[src/rtl/adc_fmt_pkg.sv]
package adc_fmt_pkg;

    localparam int unsigned RAW_W  = 10;
    localparam int unsigned BYTE_W = 8;
    localparam int unsigned ADDR_W = 2;

    localparam logic [ADDR_W-1:0] A_STATUS = 2'd0;
    localparam logic [ADDR_W-1:0] A_HIGH   = 2'd1;
    localparam logic [ADDR_W-1:0] A_LOW    = 2'd2;
    localparam logic [ADDR_W-1:0] A_FORMAT = 2'd3;

    localparam int unsigned ST_EN   = 0;
    localparam int unsigned ST_CONT = 1;
    localparam int unsigned ST_FLAG = 7;

    typedef enum logic [1:0] {
        FMT_TRUNC8      = 2'b00,
        FMT_RIGHT       = 2'b01,
        FMT_LEFT        = 2'b10,
        FMT_LEFT_SIGNED = 2'b11
    } fmt_mode_e;

    typedef struct packed {
        logic [BYTE_W-1:0] hi;
        logic [BYTE_W-1:0] lo;
    } fmt_pair_t;

    function automatic logic is_left_fmt(fmt_mode_e m);
        return (m == FMT_LEFT) || (m == FMT_LEFT_SIGNED);
    endfunction

    function automatic fmt_pair_t format_raw(fmt_mode_e m, logic [RAW_W-1:0] raw);
        fmt_pair_t p;
        case (m)
            FMT_TRUNC8: begin
                p.hi = raw[RAW_W-1:2];
                p.lo = '0;
            end
            FMT_RIGHT: begin
                p.hi = {6'b0, raw[RAW_W-1:BYTE_W]};
                p.lo = raw[BYTE_W-1:0];
            end
            FMT_LEFT: begin
                p.hi = raw[RAW_W-1:2];
                p.lo = {raw[1:0], 6'b0};
            end
            default: begin
                p.hi = {~raw[RAW_W-1], raw[RAW_W-2:2]};
                p.lo = {raw[1:0], 6'b0};
            end
        endcase
        return p;
    endfunction

endpackage

[src/rtl/adc_fmt_unit.sv]
module adc_fmt_unit
    import adc_fmt_pkg::*;
(
    input  fmt_mode_e          mode,
    input  logic [RAW_W-1:0]   raw,
    output fmt_pair_t          pair
);
    always_comb pair = format_raw(mode, raw);
endmodule

[src/rtl/adc_conv_ctrl.sv]
module adc_conv_ctrl (
    input  logic clk,
    input  logic rst,
    input  logic stat_wr,
    input  logic wr_en,
    input  logic wr_cont,
    input  logic low_rd,
    input  logic done_in,
    output logic en,
    output logic cont,
    output logic flag,
    output logic accept
);
    logic en_q, cont_q, flag_q;

    assign accept = done_in & en_q;
    assign en     = en_q;
    assign cont   = cont_q;
    assign flag   = flag_q;

    always_ff @(posedge clk) begin
        if (rst) begin
            en_q   <= 1'b0;
            cont_q <= 1'b0;
            flag_q <= 1'b0;
        end else begin
            if (stat_wr) begin
                en_q   <= wr_en;
                cont_q <= wr_cont;
            end else if (accept && !cont_q) begin
                en_q <= 1'b0;
            end
            if (accept)
                flag_q <= 1'b1;
            else if (stat_wr || low_rd)
                flag_q <= 1'b0;
        end
    end
endmodule

[src/rtl/adc_result_store.sv]
module adc_result_store
    import adc_fmt_pkg::*;
(
    input  logic      clk,
    input  logic      rst,
    input  logic      accept,
    input  fmt_pair_t pair_in,
    input  logic      hi_rd,
    input  logic      lo_rd,
    input  logic      left_fmt,
    output fmt_pair_t pair_q,
    output logic      lock_q
);
    logic store;
    assign store = accept & ~lock_q;

    always_ff @(posedge clk) begin
        if (rst) begin
            pair_q <= '0;
            lock_q <= 1'b0;
        end else begin
            if (store)
                pair_q <= pair_in;
            if (lo_rd)
                lock_q <= 1'b0;
            else if (hi_rd && left_fmt)
                lock_q <= 1'b1;
        end
    end
endmodule

[src/rtl/adc_result_regs.sv]
module adc_result_regs
    import adc_fmt_pkg::*;
(
    input  logic                   clk,
    input  logic                   rst,
    input  logic [ADDR_W-1:0]      bus_addr,
    input  logic                   bus_rd,
    input  logic                   bus_wr,
    input  logic [BYTE_W-1:0]      bus_wdata,
    output logic [BYTE_W-1:0]      bus_rdata,
    output logic                   conv_req,
    input  logic                   conv_done,
    input  logic [RAW_W-1:0]       conv_data
);
    fmt_mode_e mode_q;
    fmt_pair_t fmt_now, pair_q;
    logic      en_q, cont_q, flag_q, accept, lock_q;
    logic      stat_wr, hi_rd, lo_rd;
    logic [BYTE_W-1:0] hi_q, lo_q;

    assign stat_wr = bus_wr && (bus_addr == A_STATUS);
    assign hi_rd   = bus_rd && (bus_addr == A_HIGH);
    assign lo_rd   = bus_rd && (bus_addr == A_LOW);

    always_ff @(posedge clk) begin
        if (rst)
            mode_q <= FMT_TRUNC8;
        else if (bus_wr && (bus_addr == A_FORMAT))
            mode_q <= fmt_mode_e'(bus_wdata[1:0]);
    end

    adc_conv_ctrl i_ctrl (
        .clk     (clk),
        .rst     (rst),
        .stat_wr (stat_wr),
        .wr_en   (bus_wdata[ST_EN]),
        .wr_cont (bus_wdata[ST_CONT]),
        .low_rd  (lo_rd),
        .done_in (conv_done),
        .en      (en_q),
        .cont    (cont_q),
        .flag    (flag_q),
        .accept  (accept)
    );

    adc_fmt_unit i_fmt (
        .mode (mode_q),
        .raw  (conv_data),
        .pair (fmt_now)
    );

    adc_result_store i_store (
        .clk      (clk),
        .rst      (rst),
        .accept   (accept),
        .pair_in  (fmt_now),
        .hi_rd    (hi_rd),
        .lo_rd    (lo_rd),
        .left_fmt (is_left_fmt(mode_q)),
        .pair_q   (pair_q),
        .lock_q   (lock_q)
    );

    assign hi_q     = pair_q.hi;
    assign lo_q     = pair_q.lo;
    assign conv_req = en_q;

    always_comb begin
        bus_rdata = '0;
        case (bus_addr)
            A_STATUS: begin
                bus_rdata[ST_FLAG] = flag_q;
                bus_rdata[ST_CONT] = cont_q;
                bus_rdata[ST_EN]   = en_q;
            end
            A_HIGH:   bus_rdata = hi_q;
            A_LOW:    bus_rdata = lo_q;
            default:  bus_rdata[1:0] = mode_q;
        endcase
    end
endmodule

[config.mk]
export PLATFORM = sky130hd
export DESIGN_NAME = adc_result_regs
export DESIGN_NICKNAME = d
export VERILOG_FILES = /design/src/rtl/adc_fmt_pkg.sv /design/src/rtl/adc_fmt_unit.sv /design/src/rtl/adc_conv_ctrl.sv /design/src/rtl/adc_result_store.sv /design/src/rtl/adc_result_regs.sv
export SDC_FILE = /design/constraint.sdc
export NUM_CORES = 1
export LEC_CHECK = 0
export ABC_AREA = 1
export BUFFER_PORTS_ARGS = -buffer_cell sky130_fd_sc_hd__buf_2
export CORE_MARGIN = 2
export CORE_UTILIZATION = 48
export DETAILED_ROUTE_END_ITERATION = 8
export PLACE_DENSITY = 0.73
export SETUP_SLACK_MARGIN = 0.02
export SYNTH_ARGS = -nofsm -noshare
export SYNTH_HDL_FRONTEND = slang
export SYNTH_SLANG_ARGS = --single-unit
[constraint.sdc]
create_clock -name clk -period 2.1 [get_ports clk]
set_input_delay 0.21 -clock clk [delete_from_list [all_inputs] [get_ports clk]]
set_output_delay 0.21 -clock clk [all_outputs]
set_load 0.02 [all_outputs]
==> metrics.yaml <==
detailed_routing:
  vias: 1195
  drtIter0Drc: 26
  drtPass1Iterations: 4
  wl_per_cell_um: 10.4
  viasPerCell: 4.74
  routed_wl_um: 2620
  ant_nets: 0
  drc: 0
global_routing:
  grt-ovfl-total: 0
  track_usage: 0.204
  grt_max_degree: 25
  antenna_found_initial: 0
  grt_pass1_vias: 993
  grt_pass1_wl_um: 4340
clocking:
  cts_inserted_buffers: 3
  cts_tree: "yes"
  cts_setup_buffers: 0
  cts_root_buffer: "clkbuf_4"
  clockBufferDepth: 2
  cts_max_level: 1
  clk_latency_ns: 0.32
  cts_resized: 0
  ctsHoldBuffers: 0
  clk_pin_slew_ns: 0.13
  clock-sinks: 22
place:
  dpl-instance-area_um2: 1350
  place.gp.congestion: 0.772
  pre_cts_ws_ns: 0.505
  dp.cells: 248
  hpwl_um: 1870
  place.port_buffers: 27
floorplan:
  dieArea_um2: 2970
  start_util: 0.499
  io_pins: 34
  coreArea_um2: 2450
  dieWidth_um: 54.5
  die_y_um: 54.5
  rows: 18
power_and_ir_drop:
  swShare: 0.276
  ir_drop_v: 0.000319
  power_frac_comb: 0.148
  seqPwrFrac: 0.552
  p_int_uw: 580
  p_switching_uw: 220
  p_leak_uw: 0.000694
  clockPowerShare: 0.300
  p_per_area_nw_per_um2: 578
setup_path:
  critical_path.startpoint_type: "primary input"
  slowest_delay_ns: 0.35
  endpoint_kind: "output pin"
  path_cells: "buf_2, inv_1, ha_1, inv_1, o21ai_0, nor2_1, nor2_1, buf_2"
  crit_path_top_delay_cell: "ha_1"
  path_delay_family: "buffers and inverters"
  worstPathRequired_ns: 1.89
  critical_path_class: "in2out"
  crit_path_max_fanout: 8
  worst-path-buf-inv: 4
  critPathArrivalTime_ns: 1.39
yosys:
  synth_top_area_frac: 0.360
  synth.distinct_cells: 15
  ys_seq_elements: 22
  syn_nets: 228
  ys.warnings.count: 0
  ys_seq_area_frac: 0.360
  yosysTopAreaCell: "dfxtp_1"
  synthesis.area_um2: 1220
  syn_avg_cell_area_um2: 6.19
  synth_area_leaders: "dfxtp_1 (36%), nand2_1 (22%), nor2_1 (12%), nand3_1 (5.7%), inv_1 (5.2%)"
  synth_cells: 198
timing:
  slew_headroom: 0.594
  min_period_over_period: 0.764
  hold_viol_final: 0
  finClkSkew_ns: 0.00565
  rsz0062_at_grt: "false"
  postLayoutSetupSlackWorst_ns: 0.495
  tns_ns: 0
  finalSetupViolations: 0
  fin_crit_ns: 1.60
  clock.fmax_mhz: 623
  final_max_slew_viol_count: 0
  worstMarginPinSlew_ns: 0.609
layout:
  fin_nets: 253
  area_delta_synth_final_pct: 13.0
  seqCellArea_um2: 440
  multi_input_area_um2: 667
  antenna_cells: 0
  layout.cells.non_filler: 252
  drive_gt1_frac: 0.158
  layout_commonest_cell: "nand2_1"
  final_cell_mix: "nand2_1 (72), nor2_1 (40), buf_2 (27)"
  final_cell_area_um2: 1380
  fillerInstances: 286
flow_run:
  cap_violations: 0
outcome:
  outcome: "finished, final reports clean"
hold_path:
  hold_path_class: "in2reg"
[sequential cells by signal, indices dropped and copies added, names as in the netlist]
name            cells
i_store.pair_q     16
i_ctrl.cont         1
mode_q              2
i_store.lock_q      1
i_ctrl.en           1
i_ctrl.flag         1
[path summary, 6_finish.rpt]
path,start,endpoint,slack (ns),cells after the start
max,bus_addr[1],bus_rdata[1],0.50,8
min,rst,i_ctrl.flag,0.06,2
max reg2reg,i_ctrl.en,i_store.pair_q[8],0.80,5
min reg2reg,i_ctrl.cont,i_ctrl.cont,0.49,2
[Yosys cell counts]
cell type	number
inv_2	1
buf_2	4
o21ai_0	6
a21oi_1	11
nand2_2	1
buf_4	1
nand3_1	14
nor2_1	40
inv_1	17
nor2_4	1
ha_1	5
buf_6	2
dfxtp_1	22
nand2_4	1
nand2_1	72
[per-stage QoR]
step	total power (µW)	hold slack, ns	utilization
2_1_floorplan	528	0.279	-
3_3_place_gp	569	0.410	0.549
3_5_place_dp	569	0.407	0.549
4_1_cts	807	0.0574	0.564
5_1_grt	848	0.0540	0.564
6_report	800	0.0609	0.564
[layout make-up]
cell class	instances	area share
Clock buffer	4	0.0262
Inverter	18	0.0488
Multi-Input combinational cell	151	0.482
Sequential cell	22	0.318
Tap cell	30	0.0271
Timing Repair Buffer	27	0.0976
[cells by family (layout without fill, tap and decap cells)]
group / after synthesis / count (layout) / share of synthesized area
AOI/OAI and AO/OA: 17 / 17 / 0.0695
buffers and inverters: 25 / 49 / 0.0960
adders and majority gates: 5 / 5 / 0.0511
DFF: 22 / 22 / 0.360
and+or+nand+nor: 129 / 129 / 0.424
[power groups by stage]
stage	sequential, µW	combinational [µW]	clock, µW
floorplan	447	80.4	0
global placement	451	118	0
detailed placement	451	118	0
CTS	441	119	247
global route	444	136	268
finish	442	118	240
[metal layers]
layer | GRT usage | share of wire | up-vias
met5 | 0 | 0 | -
met4 | 0.0875 | 0.018 | 0
met1 | 0.289 | 0.50 | 510
li1 | - | - | 650
met2 | 0.311 | 0.42 | 30
met3 | 0.0246 | 0.054 | 5
No activity file was read; power rests on OpenSTA's default activity.
